**config.mk**
```make
export PLATFORM = sky130hd
export DESIGN_NAME = link_branch_gate
export DESIGN_NICKNAME = d
export VERILOG_FILES = /design/src/rtl/lbg_pkg.sv /design/src/rtl/lbg_decode.sv /design/src/rtl/lbg_irq_gate.sv /design/src/rtl/lbg_seq.sv /design/src/rtl/link_branch_gate.sv
export SDC_FILE = /design/constraint.sdc
export NUM_CORES = 1
export LEC_CHECK = 0
export ABC_AREA = 1
export CAP_MARGIN = 20
export CORE_ASPECT_RATIO = 1.75
export CORE_MARGIN = 2
export CORE_UTILIZATION = 66
export CTS_CLUSTER_DIAMETER = 100
export DETAILED_ROUTE_END_ITERATION = 8
export DONT_BUFFER_PORTS = 1
export PLACE_DENSITY = 0.84
export SYNTH_ARGS = -nofsm -noshare
export SYNTH_HDL_FRONTEND = slang
export SYNTH_SLANG_ARGS = --single-unit
```
**constraint.sdc**
```tcl
create_clock -name clk -period 2.5 [get_ports clk]
set_clock_uncertainty 0.15 [all_clocks]
set_input_delay 0.25 -clock clk [delete_from_list [all_inputs] [get_ports clk]]
set_output_delay 0.25 -clock clk [all_outputs]
set_load 0.03 [all_outputs]
```
**src/rtl/lbg_pkg.sv**
```systemverilog
package lbg_pkg;

    typedef enum logic [2:0] {
        CLS_JUMP,
        CLS_RET,
        CLS_RETI,
        CLS_SEQ
    } instr_cls_e;

    localparam logic [2:0] OP_RET  = 3'b000;
    localparam logic [2:0] OP_RETI = 3'b001;

endpackage

```
**src/rtl/lbg_decode.sv**
```systemverilog
module lbg_decode
    import lbg_pkg::*;
#(
    parameter int IW = 16,
    localparam int AW = IW - 1
) (
    input  logic [IW-1:0] instr,
    output instr_cls_e    cls,
    output logic [AW-1:0] target
);

    logic [2:0] op_field;

    always_comb begin
        op_field = instr[IW-2 -: 3];
        target   = instr[AW-1:0];
        if (!instr[IW-1]) begin
            cls = CLS_JUMP;
        end else begin
            case (op_field)
                OP_RET:  cls = CLS_RET;
                OP_RETI: cls = CLS_RETI;
                default: cls = CLS_SEQ;
            endcase
        end
    end

endmodule

```
**src/rtl/lbg_irq_gate.sv**
```systemverilog
module lbg_irq_gate (
    input  logic clk,
    input  logic rst_n,
    input  logic instr_valid,
    input  logic irq_req,
    input  logic is_jump,
    input  logic is_reti,
    output logic accept
);

    typedef struct packed {
        logic shadow;
        logic in_isr;
    } gate_t;

    gate_t gate_d, gate_q;

    always_comb begin
        gate_d = gate_q;
        accept = instr_valid && irq_req && !gate_q.shadow && !gate_q.in_isr;
        if (accept) begin
            gate_d.in_isr = 1'b1;
        end else if (instr_valid) begin
            gate_d.shadow = is_jump;
            if (is_reti) begin
                gate_d.in_isr = 1'b0;
            end
        end
    end

    always_ff @(posedge clk) begin
        if (!rst_n) begin
            gate_q <= '0;
        end else begin
            gate_q <= gate_d;
        end
    end

    AST_SHADOW_BLOCKS: assert property (@(posedge clk) disable iff (!rst_n)
        (instr_valid && is_jump && !accept) |=> !accept);

    AST_ISR_MASKED: assert property (@(posedge clk) disable iff (!rst_n)
        accept |=> !accept);

    AST_NO_ACK_STALL: assert property (@(posedge clk) disable iff (!rst_n)
        !instr_valid |-> !accept);

endmodule

```
**src/rtl/lbg_seq.sv**
```systemverilog
module lbg_seq
    import lbg_pkg::*;
#(
    parameter int AW = 15,
    parameter logic [AW-1:0] IRQ_VEC = '0
) (
    input  logic          clk,
    input  logic          rst_n,
    input  logic          instr_valid,
    input  instr_cls_e    cls,
    input  logic [AW-1:0] target,
    input  logic          accept,
    input  logic          lr_wr,
    input  logic [AW-1:0] lr_wdata,
    output logic [AW-1:0] pc,
    output logic [AW-1:0] lr,
    output logic [AW-1:0] ilr,
    output logic [AW-1:0] next_pc
);

    typedef struct packed {
        logic [AW-1:0] pc;
        logic [AW-1:0] lr;
        logic [AW-1:0] ilr;
    } seq_t;

    seq_t seq_d, seq_q;
    logic jump_exec;
    logic [AW-1:0] pc_inc;

    always_comb begin
        seq_d     = seq_q;
        pc_inc    = seq_q.pc + 1'b1;
        jump_exec = instr_valid && !accept && (cls == CLS_JUMP);
        if (lr_wr && !jump_exec) begin
            seq_d.lr = lr_wdata;
        end
        if (accept) begin
            seq_d.ilr = seq_q.pc;
            seq_d.pc  = IRQ_VEC;
        end else if (instr_valid) begin
            case (cls)
                CLS_JUMP: begin
                    seq_d.pc = target;
                    seq_d.lr = pc_inc;
                end
                CLS_RET:  seq_d.pc = seq_q.lr;
                CLS_RETI: seq_d.pc = seq_q.ilr;
                default:  seq_d.pc = pc_inc;
            endcase
        end
    end

    always_ff @(posedge clk) begin
        if (!rst_n) begin
            seq_q <= '0;
        end else begin
            seq_q <= seq_d;
        end
    end

    assign pc      = seq_q.pc;
    assign lr      = seq_q.lr;
    assign ilr     = seq_q.ilr;
    assign next_pc = seq_d.pc;

    AST_JUMP_LINKS: assert property (@(posedge clk) disable iff (!rst_n)
        jump_exec |=> (lr == $past(pc) + 1'b1));

    AST_RET_KEEPS_LR: assert property (@(posedge clk) disable iff (!rst_n)
        (instr_valid && !accept && cls == CLS_RET && !lr_wr) |=> (lr == $past(lr) && pc == $past(lr)));

    AST_ACK_VECTOR: assert property (@(posedge clk) disable iff (!rst_n)
        accept |=> (pc == IRQ_VEC && ilr == $past(pc)));

    AST_STALL_HOLD: assert property (@(posedge clk) disable iff (!rst_n)
        !instr_valid |=> ($stable(pc) && $stable(ilr)));

endmodule

```
**src/rtl/link_branch_gate.sv**
```systemverilog
module link_branch_gate
    import lbg_pkg::*;
#(
    parameter int IW = 16,
    parameter logic [IW-2:0] IRQ_VEC = 15'h4000,
    localparam int AW = IW - 1
) (
    input  logic          clk,
    input  logic          rst_n,
    input  logic          instr_valid,
    input  logic [IW-1:0] instr,
    input  logic          irq_req,
    input  logic          lr_wr,
    input  logic [AW-1:0] lr_wdata,
    input  logic          lr_rd,
    output logic [AW-1:0] pc_o,
    output logic [AW-1:0] lr_o,
    output logic [AW-1:0] lr_rdata,
    output logic [AW-1:0] ilr_o,
    output logic          irq_ack,
    output logic [AW-1:0] fetch_addr
);

    instr_cls_e    cls;
    logic [AW-1:0] target;
    logic          accept;

    lbg_decode #(.IW(IW)) u_decode (
        .instr  (instr),
        .cls    (cls),
        .target (target)
    );

    lbg_irq_gate u_gate (
        .clk         (clk),
        .rst_n       (rst_n),
        .instr_valid (instr_valid),
        .irq_req     (irq_req),
        .is_jump     (cls == CLS_JUMP),
        .is_reti     (cls == CLS_RETI),
        .accept      (accept)
    );

    lbg_seq #(.AW(AW), .IRQ_VEC(IRQ_VEC)) u_seq (
        .clk         (clk),
        .rst_n       (rst_n),
        .instr_valid (instr_valid),
        .cls         (cls),
        .target      (target),
        .accept      (accept),
        .lr_wr       (lr_wr),
        .lr_wdata    (lr_wdata),
        .pc          (pc_o),
        .lr          (lr_o),
        .ilr         (ilr_o),
        .next_pc     (fetch_addr)
    );

    assign irq_ack  = accept;
    assign lr_rdata = lr_rd ? lr_o : '0;

    AST_ACK_NEEDS_REQ: assert property (@(posedge clk) disable iff (!rst_n)
        irq_ack |-> (irq_req && instr_valid));

    AST_FETCH_NEXT: assert property (@(posedge clk) disable iff (!rst_n)
        1'b1 |=> (pc_o == $past(fetch_addr)));

    AST_RDATA_GATED: assert property (@(posedge clk) disable iff (!rst_n)
        !lr_rd |-> (lr_rdata == '0));

endmodule

```
==> impl_metrics.sql, run 1 <==
INSERT INTO impl_metrics (metric_group, metric, value, unit) VALUES
('placed_design', 'globalplace.congestion', '0.947', ''),
('global_routing', 'overall_track_demand_over_capacity_in_global_routing', '37.1', '%'),
('clock_tree', 'clkTransAtPathRegs', '0.09', 'ns'),
('floorplanning', 'floorplan.initialDensity', '68.0', '%'),
('clock_tree', 'cts_root_buffer', 'clkbuf_8', ''),
('power_and_ir_drop', 'power.static_leakage', '1.43', 'nW'),
('min_path', 'holdCritStartpoint', 'lr_wr', ''),
('final_layout', 'final_cell_area', '0.00313', 'sq mm'),
('power_and_ir_drop', 'pwr_cell_area', '623', 'mW/mm^2'),
('sta', 'finalCritPeriodShare', '94.7', '%'),
('final_layout', 'final_core_util', '71.0', '%'),
('logic_synthesis', 'synth.distinct_cells', '31', ''),
('outcome', 'outcome', 'finished, final reports clean', ''),
('logic_synthesis', 'synth_ff_type', 'dfxtp_1', ''),
('critical_path', 'start_kind', 'flip-flop', ''),
('sta', 'finalSetupViolations', '0', ''),
('routing', 'vias', '3184', ''),
('critical_path', 'crit_top_cell', 'nand2_1', ''),
('sta', 'final_period_demand_of_the_worst_path', '2.37', 'ns'),
('sta', 'rsz0062_at_grt', 'false', ''),
('critical_path', 'worst_path_largest_cell_delay', '0.35', 'ns'),
('logic_synthesis', 'synthesis.instances', '456', ''),
('global_routing', 'gr_peak_layer', 'met2', ''),
('critical_path', 'critical_path_depth', '8', ''),
('sta', 'hold_violations', '0', ''),
('power_and_ir_drop', 'pwr-share-comb', '22.0', '%'),
('power_and_ir_drop', 'internal_dissipation', '1.22', 'mW'),
('critical_path', 'crit_path_cell_trace', 'buf_4 > inv_1 > nor2_2 > nand2_1 > o21ai_1 > nand3_1 > nand2_1 > nand2_1', ''),
('floorplanning', 'die_area', '0.00511', 'sq mm'),
('logic_synthesis', 'syn_avg_cell_area', '6.57', 'sq um'),
('global_routing', 'grt-ovfl-total', '0', ''),
('run', 'drv.max_cap_violation_count', '0', ''),
('global_routing', 'gr-usage-met1', '41.3', '%'),
('placed_design', 'io_buffers', '0', ''),
('routing', 'final_antenna_net_count', '0', ''),
('floorplanning', 'rows', '32', ''),
('critical_path', 'worstPathRequired', '2.10', 'ns'),
('routing', 'detail_route.drc_violations', '0', ''),
('logic_synthesis', 'synth.net_count', '494', ''),
('clock_tree', 'cts_buffers', '5', ''),
('global_routing', 'grt_max_degree', '29', ''),
('final_layout', 'num_antenna_cells', '0', ''),
('logic_synthesis', 'edff_count_synth', '0', ''),
('power_and_ir_drop', 'power_switching', '0.728', 'mW'),
('critical_path', 'end_kind', 'output port', ''),
('final_layout', 'drive_above_1_share', '14.0', '%'),
('critical_path', 'reg2regPathDepth', '8', ''),
('power_and_ir_drop', 'ir_drop', '0.443', 'mV'),
('floorplanning', 'core', '0.00440', 'sq mm'),
('final_layout', 'num-nets-final', '488', ''),
('clock_tree', 'total_setup_buffers_inserted_after_cts', '0', ''),
('global_routing', 'grt_antenna_before_repair', '0', ''),
('power_and_ir_drop', 'power.share.switching', '37.4', '%'),
('sta', 'fin_setup_tns', '0', 'ns'),
('routing', 'avgViaCountPerCell', '6.34', ''),
('clock_tree', 'ctsHtreeMaxLevel', '2', ''),
('sta', 'timing.slew.headroom', '30.1', '%'),
('logic_synthesis', 'syn_area', '0.00300', 'sq mm'),
('floorplanning', 'fp.dieH', '93.1', 'um'),
('critical_path', 'crit_path_top_delay_cell', 'dfxtp_1', ''),
('floorplanning', 'die_width', '54.9', 'um'),
('routing', 'drt_first_pass_iters', '8', ''),
('critical_path', 'timing.critical_path.max_delay_family', 'simple AND/OR/NAND/NOR gates', ''),
('logic_synthesis', 'synth.yosys.warnings', '0', ''),
('global_routing', 'via_count_of_the_first_global_routing_pass', '2985', ''),
('power_and_ir_drop', 'power.share.clock', '29.9', '%'),
('clock_tree', 'clkSinkCount', '47', ''),
('critical_path', 'r2r_setup_slk', '0.71', 'ns'),
('min_path', 'whs_endpoint', 'u_seq.lr[12]', ''),
('critical_path', 'rr_endpoint', 'u_seq.pc[9]', ''),
('power_and_ir_drop', 'power.share.sequential', '48.1', '%');
==> tightest hold or removal path, cell delays in order <==
cell     delay, ns
nand2_1       0.03
nand3_1       0.07
nand3_1       0.06
inv_1         0.05
==> cells by family after synthesis <==
group / Yosys count / synth area share [%]
buf+inv: 83 / 13.9
fa+ha+maj: 1 / 0.418
xor+xnor: 4 / 1.17
compound gates: 84 / 15.0
simple gates: 233 / 36.8
mux: 4 / 1.38
flops: 47 / 31.4
==> per-stage QoR <==
| step | setup WS, ns | std cells | hold slack (ns) |
|---|---|---|---|
| 6_report | 0.133 | 502 | 0.0188 |
| 5_1_grt | 0.0532 | 502 | 0.0329 |
| 4_1_cts | 0.148 | 502 | 0.0304 |
| 3_5_place_dp | 0.555 | 490 | 0.232 |
| 3_3_place_gp | 0.597 | 490 | 0.230 |
| 2_1_floorplan | 0.431 | 456 | 0.263 |
==> power by group through the flow <==
stage / Sequential (mW) / Clock [mW] / Combinational (mW)
after global placement: 0.951 / 0 / 0.399
after global routing: 0.945 / 0.605 / 0.463
after detailed placement: 0.953 / 0 / 0.407
after CTS: 0.936 / 0.576 / 0.422
final: 0.937 / 0.582 / 0.428
after floorplan: 0.970 / 0 / 0.343
==> synthesized netlist by cell type (5+ instances only) <==
master	number	area share, %
nand2_1	120	15
dfxtp_1	47	31
inv_1	43	5.4
a21oi_1	42	7.0
nand3_1	39	6.5
nor2_1	37	4.6
o21ai_0	29	4.8
buf_4	19	4.8
nand3_2	14	4.7
clkbuf_1	8	1.0
nand4_1	8	1.7
buf_2	6	1.0
a31oi_1	5	1.0
==> registers in the layout, summed over array words and instances (netlist names) <==
signal and count:
u_seq.ilr 15, u_gate.gate_q 2, u_seq.pc 15, u_seq.lr 15
==> cells in the final DEF, fill, tap and decap left out, types with 2 or more instances in the layout <==
cell / count
a21oi_1: 42
a21oi_2: 4
nand4_1: 8
a31oi_1: 5
inv_1: 43
nand2_4: 2
nand2_2: 3
xor2_1: 4
dfxtp_1: 47
nor2_2: 4
dlygate4sd3_1: 4
buf_4: 19
inv_4: 2
o21ai_0: 29
clkbuf_8: 5
nand3_2: 14
nor2_1: 37
nand2_1: 120
mux2i_1: 3
a211oi_1: 2
nor2_4: 4
nand3_1: 39
==> worst max-delay path by stage <==
stage                     startpoint             end  slack (ns)
global placement         u_seq.pc[0]   fetch_addr[9]        0.60
detailed placement       u_seq.pc[1]   fetch_addr[4]        0.56
global route             u_seq.pc[7]  fetch_addr[12]        0.05
floorplan                u_seq.pc[1]  fetch_addr[14]        0.43
finish                   u_seq.pc[0]   fetch_addr[9]        0.13
CTS                 u_gate.gate_q[1]  fetch_addr[12]        0.15
==> per-layer routing <==
metal / part of all wire, % / vias up / routed length (um)
li1: - / 1461 / -
met1: 33 / 1427 / 3070
met2: 51 / 252 / 4660
met3: 12 / 44 / 1080
met4: 4.0 / 0 / 363
met5: 0 / - / 0
==> area by class of cell <==
class | count | area, sq um
repair buffers | 23 | 183
fillers | 387 | 1280
clock inverters | 3 | 43.8
flip-flops and latches | 47 | 941
well taps | 51 | 63.8
inverters | 47 | 181
multi-input cells | 326 | 1650
clock buffers | 5 | 68.8
==> repair_timing <==
item                       CTS  global route
hold endpoints to repair    28             0
hold buffers                 4             0
setup endpoints to repair    0             1
gates resized for setup      0             2
No activity file was read; power rests on OpenSTA's default activity.
==> inputs of run 2 (changes only) <==
--- a/config.mk
+++ b/config.mk
@@ -7,13 +7,15 @@
 export LEC_CHECK = 0
 export ABC_AREA = 1
 export CAP_MARGIN = 20
+export CELL_PAD_IN_SITES_DETAIL_PLACEMENT = 0
+export CELL_PAD_IN_SITES_GLOBAL_PLACEMENT = 1
 export CORE_ASPECT_RATIO = 1.75
 export CORE_MARGIN = 2
-export CORE_UTILIZATION = 66
+export CORE_UTILIZATION = 46
 export CTS_CLUSTER_DIAMETER = 100
 export DETAILED_ROUTE_END_ITERATION = 8
 export DONT_BUFFER_PORTS = 1
-export PLACE_DENSITY = 0.84
+export PLACE_DENSITY = 0.86
 export SYNTH_ARGS = -nofsm -noshare
 export SYNTH_HDL_FRONTEND = slang
 export SYNTH_SLANG_ARGS = --single-unit
==> run 2 against run 1 <==
- via count fell by 9.5%
- first-iteration DRC count rose by 6.2%
- combinational power fell by 4%
- core utilization fell by 21 points
- count of clock-buffer cells in the layout rose by 1
- sequential power rose by 0.6%
- sequential cell count did not move
- critical endpoint is now fetch_addr[12]
- final cell count rose by 5.2%
- hold slack improved by 0.0053 ns
- wire length fell by 4.4%
==> impl_metrics.sql, run 2 (synthesis gave the netlist of run 1 again) <==
INSERT INTO impl_metrics (metric_group, metric, value, unit) VALUES
('sta', 'fin_setup_tns', '0', 'ns'),
('power_and_ir_drop', 'ir_drop', '0.346', 'mV'),
('final_layout', 'area.growth.synth_to_final', '4.26', '%'),
('global_routing', 'via_count_of_the_first_global_routing_pass', '2597', ''),
('final_layout', 'num_antenna_cells', '0', ''),
('placed_design', 'place_area', '0.00299', 'sq mm'),
('global_routing', 'overall_track_demand_over_capacity_in_global_routing', '24.6', '%'),
('floorplanning', 'floorplan.initialDensity', '48.1', '%'),
('critical_path', 'worstPathRequired', '2.10', 'ns'),
('routing', 'detail_route.drc_violations', '0', ''),
('sta', 'finalSetupViolations', '0', ''),
('sta', 'maxClockFrequency', '437', 'MHz'),
('global_routing', 'grt_max_degree', '29', ''),
('critical_path', 'crit_type', 'reg -> out', ''),
('clock_tree', 'clkSinkCount', '47', ''),
('floorplanning', 'rows', '38', ''),
('sta', 'post_route_hold_slack', '0.0240', 'ns'),
('outcome', 'outcome', 'finished, final reports clean', ''),
('sta', 'final-max-slew-violation-count', '0', ''),
('final_layout', 'drive_above_1_share', '13.4', '%'),
('placed_design', 'globalplace.congestion', '0.849', ''),
('sta', 'setup_ws', '0.212', 'ns'),
('sta', 'worst-slew-pin-transition', '0.921', 'ns'),
('routing', 'route.final.wire_length', '8.77', 'mm'),
('global_routing', 'grt-ovfl-total', '0', ''),
('routing', 'final_antenna_net_count', '0', ''),
('power_and_ir_drop', 'pwr_cell_area', '587', 'mW/mm^2'),
('sta', 'finalCritPeriodShare', '91.5', '%'),
('final_layout', 'finalNonFillerCells', '528', ''),
('critical_path', 'crit_start', 'u_seq.pc[0]', ''),
('critical_path', 'start_kind', 'flip-flop', ''),
('clock_tree', 'cts_root_buffer', 'clkbuf_8', ''),
('routing', 'avgViaCountPerCell', '5.46', ''),
('placed_design', 'dp.cells', '517', ''),
('global_routing', 'grt_antenna_before_repair', '0', ''),
('clock_tree', 'cts_tree', 'done', ''),
('final_layout', 'final_cell_area', '0.00312', 'sq mm'),
('routing', 'drt_first_pass_iters', '5', ''),
('final_layout', 'num-nets-final', '486', ''),
('clock_tree', 'clock_insertion_delay_worst_skew', '0.31', 'ns'),
('power_and_ir_drop', 'power.static_leakage', '1.41', 'nW'),
('floorplanning', 'core', '0.00623', 'sq mm'),
('sta', 'hold_violations', '0', ''),
('critical_path', 'crit_arrival', '1.89', 'ns'),
('critical_path', 'timing.rr.start', 'u_gate.gate_q[0]', ''),
('floorplanning', 'die_width', '65', 'um'),
('critical_path', 'end_kind', 'output port', ''),
('run', 'drv.max_cap_violation_count', '0', ''),
('power_and_ir_drop', 'p_total', '1.83', 'mW'),
('floorplanning', 'die_area', '0.00720', 'sq mm'),
('final_layout', 'fillerInstances', '675', ''),
('sta', 'rsz0062_at_grt', 'false', ''),
('sta', 'timing.slew.headroom', '38.4', '%'),
('placed_design', 'io_buffers', '0', ''),
('critical_path', 'worst-path-max-fanout', '7', ''),
('final_layout', 'mostFrequentLayoutCell', 'nand2_1', ''),
('clock_tree', 'ctsHtreeMaxLevel', '2', ''),
('global_routing', 'grt_pass1_wl', '13.7', 'mm'),
('final_layout', 'final_core_util', '50.1', '%'),
('min_path', 'holdCritStartpoint', 'lr_wr', ''),
('floorplanning', 'fp.dieH', '111', 'um'),
('clock_tree', 'clkTransAtPathRegs', '0.09', 'ns'),
('sta', 'final_period_demand_of_the_worst_path', '2.29', 'ns'),
('placed_design', 'detailedPlacementHpwl', '6.75', 'mm'),
('clock_tree', 'clockBufferDepth', '2', ''),
('floorplanning', 'io_pins', '113', ''),
('min_path', 'min-delay-path-class', 'in -> reg', ''),
('clock_tree', 'total_setup_buffers_inserted_after_cts', '0', ''),
('routing', 'vias', '2882', ''),
('final_layout', 'commonest_cells_after_routing_fill_and_taps_aside', '120 x nand2_1, 47 x dfxtp_1, 43 x inv_1, 42 x a21oi_1, 39 x nand3_1', ''),
('routing', 'detailedRoute.firstIterationViolations', '188', ''),
('clock_tree', 'cts_buffers', '5', ''),
('routing', 'post_drt_wl_per_cell', '16.6', 'um'),
('placed_design', 'placement.setup.worst_slack', '0.505', 'ns');
[run 2: cell count changes in the layout (fill, tap and decap cells not counted)]
cell and change:
clkbuf_8 +1, clkinv_4 -1, buf_4 -2, bufinv_16 -1
[run 2: cell type report]
cell class	count	area, sq um	area share (%)
clock buffer	6	82.6	2.64
tap	80	100	3.21
sequential	47	941	30.1
timing repair buffer	21	168	5.37
inverter	47	181	5.81
multi-input combinational	326	1650	52.7
clock inverter	1	5.00	0.160
[run 2: what timing repair did]
item                                    CTS  global route
hold buffers                              4             0
endpoints found under the hold margin    28             0
endpoints found under the setup margin    0             1
gates resized for setup                   0             2
[run 2: routing by layer]
metal | track usage (%) | wire (um) | vias to the layer above
li1 | - | - | 1452
met1 | 32.2 | 3810 | 1295
met2 | 40.1 | 4220 | 126
met3 | 4.87 | 616 | 9
met4 | 7.52 | 129 | 0
met5 | 0 | 0 | -
[run 2: critical path: stages (launching register included)]
cell and delay [ns]:
dfxtp_1 0.40, ha_1 0.23, nand2_2 0.10, nor2_4 0.20, nand4_1 0.15, nand3_1 0.12
nand3_1 0.12, nand2_1 0.27
[run 2: where the power goes]
group / switching (mW) / total (mW) / internal (mW)
Combinational: 0.297 / 0.412 / 0.115
Sequential: 0.140 / 0.943 / 0.803
Clock: 0.262 / 0.480 / 0.218
Total: 0.699 / 1.83 / 1.14
[run 2: worst paths after layout]
check                          end  slack (ns)  cells after the start
setup / recovery    fetch_addr[12]        0.21                      7
hold / removal        u_seq.lr[12]        0.02                      4
setup reg to reg      u_seq.lr[14]        0.67                      8
hold reg to reg   u_gate.gate_q[1]        0.37                      2
==> inputs of run 3 (changes only) <==
--- a/config.mk
+++ b/config.mk
@@ -16,6 +16,7 @@
 export DETAILED_ROUTE_END_ITERATION = 8
 export DONT_BUFFER_PORTS = 1
 export PLACE_DENSITY = 0.86
+export REMOVE_ABC_BUFFERS = 1
 export SYNTH_ARGS = -nofsm -noshare
 export SYNTH_HDL_FRONTEND = slang
 export SYNTH_SLANG_ARGS = --single-unit
==> run 3 against run 2 <==
- clock power is 2% lower
- die area stayed put
- power is 0.13% higher
- core utilization is 0.34 points higher
- sequential power hardly changed
- sequential share of layout area is 0.20 points lower
- non-clock buffer count is 2 higher
- setup slack worse by 0.038 ns
- register-to-register slack better by 0.02 ns
- global-route usage is 4.0 points higher
- largest power group unchanged
==> impl_metrics.sql, run 3 (synthesis gave the netlist of run 1 again) <==
INSERT INTO impl_metrics (metric_group, metric, value, unit) VALUES
('global_routing', 'via_count_of_the_first_global_routing_pass', '2979', ''),
('floorplanning', 'rows', '38', ''),
('sta', 'maxClockFrequency', '430', 'MHz'),
('min_path', 'whs_endpoint', 'u_seq.lr[10]', ''),
('critical_path', 'worst_path_largest_cell_delay', '0.35', 'ns'),
('clock_tree', 'cts_resized', '0', ''),
('critical_path', 'crit_arrival', '1.93', 'ns'),
('placed_design', 'detailedPlacementHpwl', '7.00', 'mm'),
('clock_tree', 'ctsHtreeMaxLevel', '2', ''),
('power_and_ir_drop', 'ir_drop', '0.279', 'mV'),
('global_routing', 'grt_antenna_before_repair', '0', ''),
('clock_tree', 'clkTransAtPathRegs', '0.09', 'ns'),
('critical_path', 'crit_path_cell_trace', 'buf_4 > nand3_1 > nor2_1 > nand4_1 > nand3_1 > nand2_1 > nand2_1', ''),
('final_layout', 'finalNonFillerCells', '531', ''),
('floorplanning', 'die_area', '0.00720', 'sq mm'),
('sta', 'final-max-slew-violation-count', '0', ''),
('sta', 'hold_violations', '0', ''),
('power_and_ir_drop', 'power.share.switching', '39.1', '%'),
('critical_path', 'timing.critical_path.max_delay_family', 'simple AND/OR/NAND/NOR gates', ''),
('final_layout', 'area.growth.synth_to_final', '4.97', '%'),
('min_path', 'min_delay_path_depth', '4', ''),
('routing', 'detail_route.drc_violations', '0', ''),
('clock_tree', 'cts_root_buffer', 'clkbuf_8', ''),
('routing', 'avgViaCountPerCell', '5.69', ''),
('power_and_ir_drop', 'power.static_leakage', '1.42', 'nW'),
('sta', 'finalSetupViolations', '0', ''),
('global_routing', 'grt-ovfl-total', '0', ''),
('critical_path', 'reg2regPathDepth', '7', ''),
('min_path', 'min-delay-path-class', 'in -> reg', ''),
('clock_tree', 'clkSinkCount', '47', ''),
('critical_path', 'worstPathRequired', '2.10', 'ns'),
('routing', 'vias', '3019', ''),
('critical_path', 'end_kind', 'output port', ''),
('power_and_ir_drop', 'pwr-share-comb', '23.2', '%'),
('critical_path', 'crit_buf_inv', '1', ''),
('critical_path', 'rr_endpoint', 'u_seq.lr[0]', ''),
('routing', 'drt_first_pass_iters', '5', ''),
('placed_design', 'dp.cells', '518', ''),
('power_and_ir_drop', 'pwr_cell_area', '584', 'mW/mm^2'),
('critical_path', 'timing.rr.start', 'u_gate.gate_q[1]', ''),
('outcome', 'outcome', 'finished, final reports clean', ''),
('run', 'drv.max_cap_violation_count', '0', ''),
('power_and_ir_drop', 'power.share.sequential', '51.2', '%'),
('final_layout', 'mostFrequentLayoutCell', 'nand2_1', ''),
('global_routing', 'grt_max_degree', '31', ''),
('critical_path', 'worst-path-max-fanout', '5', ''),
('routing', 'post_drt_wl_per_cell', '19.1', 'um'),
('clock_tree', 'cts_buffers', '5', ''),
('critical_path', 'crit_path_top_delay_cell', 'dfxtp_1', ''),
('final_layout', 'fillerInstances', '671', ''),
('floorplanning', 'die_width', '65', 'um'),
('routing', 'detailedRoute.firstIterationViolations', '264', ''),
('final_layout', 'final_core_util', '50.5', '%'),
('sta', 'timing.slew.headroom', '32.8', '%'),
('floorplanning', 'fp.dieH', '111', 'um'),
('min_path', 'holdCritStartpoint', 'lr_wr', ''),
('placed_design', 'globalplace.congestion', '0.873', ''),
('routing', 'route.final.wire_length', '10.1', 'mm'),
('floorplanning', 'core', '0.00623', 'sq mm'),
('clock_tree', 'cts_tree', 'done', ''),
('final_layout', 'drive_above_1_share', '13.3', '%'),
('critical_path', 'r2r_setup_slk', '0.69', 'ns'),
('global_routing', 'grt_pass1_wl', '15.8', 'mm'),
('critical_path', 'start_kind', 'flip-flop', ''),
('routing', 'final_antenna_net_count', '0', ''),
('sta', 'setup_ws', '0.174', 'ns'),
('sta', 'finalCritPeriodShare', '93.0', '%'),
('final_layout', 'commonest_cells_after_routing_fill_and_taps_aside', '120 x nand2_1, 47 x dfxtp_1, 43 x inv_1, 42 x a21oi_1, 39 x nand3_1', ''),
('sta', 'rsz0062_at_grt', 'false', ''),
('power_and_ir_drop', 'power_switching', '0.717', 'mW'),
('global_routing', 'overall_track_demand_over_capacity_in_global_routing', '28.6', '%'),
('placed_design', 'placement.setup.worst_slack', '0.521', 'ns'),
('floorplanning', 'io_pins', '113', ''),
('power_and_ir_drop', 'p_total', '1.84', 'mW'),
('sta', 'fin_setup_tns', '0', 'ns'),
('placed_design', 'io_buffers', '0', ''),
('power_and_ir_drop', 'internal_dissipation', '1.12', 'mW'),
('sta', 'final_period_demand_of_the_worst_path', '2.33', 'ns'),
('final_layout', 'num_antenna_cells', '0', ''),
('sta', 'worst-slew-pin-transition', '1.00', 'ns'),
('clock_tree', 'clock_insertion_delay_worst_skew', '0.31', 'ns'),
('clock_tree', 'clockBufferDepth', '2', ''),
('critical_path', 'crit_type', 'reg -> out', ''),
('floorplanning', 'floorplan.initialDensity', '48.1', '%'),
('power_and_ir_drop', 'power.share.clock', '25.6', '%'),
('final_layout', 'num-nets-final', '488', '');
[run 3: layer usage]
layer | global-route usage [%] | share of wire [%] | vias to the layer above
li1 | - | - | 1458
met1 | 32.1 | 36 | 1411
met2 | 51.8 | 54 | 132
met3 | 5.99 | 7.2 | 18
met4 | 9.50 | 2.4 | 0
met5 | 0 | 0 | -
[run 3: area by class of cell]
cell class,instances,area (sq um),area share (%)
inverters,47,179,5.69
repair buffers,23,198,6.29
flip-flops and latches,47,941,29.9
well taps,80,100,3.18
multi-input cells,326,1650,52.3
clock buffers,7,76.3,2.43
clock inverters,1,5.00,0.159
[run 3: per-stage QoR]
stage | area [sq um] | hold WS, ns
after floorplan | 2760 | 0.223
after global placement | 3010 | 0.235
after detailed placement | 3010 | 0.241
after CTS | 3140 | 0.0271
after global routing | 3140 | 0.0324
final | 3140 | 0.0206
[run 3: worst reg2reg max path, cell delays in order (launching register included)]
cell	delay (ns)
dfxtp_1	0.40
nor2_1	0.09
nand3_2	0.09
nand2_2	0.11
inv_2	0.30
nand2_4	0.24
o21ai_0	0.26
a31oi_1	0.06
[run 3: power by group through the flow]
stage	Clock (mW)	Sequential (mW)	Combinational, mW
finish	0.470	0.940	0.427
detailed placement	0	0.957	0.412
floorplan	0	0.970	0.283
global placement	0	0.957	0.406
CTS	0.472	0.940	0.427
global route	0.499	0.949	0.465
[run 3: worst max path at each step]
stage / endpoint / cells after the start / from
after global placement: fetch_addr[14] / 11 / u_seq.pc[1]
after detailed placement: fetch_addr[14] / 11 / u_seq.pc[1]
final: fetch_addr[13] / 7 / u_seq.pc[0]
after floorplan: fetch_addr[14] / 11 / u_seq.pc[1]
after global routing: fetch_addr[9] / 8 / u_seq.pc[0]
after CTS: fetch_addr[14] / 11 / u_seq.pc[1]
[run 3: repair_timing]
action / 4_1_cts / 5_1_grt
buffers inserted: 0 / 0
hold buffers: 5 / 0
hold endpoints to repair: 27 / 0
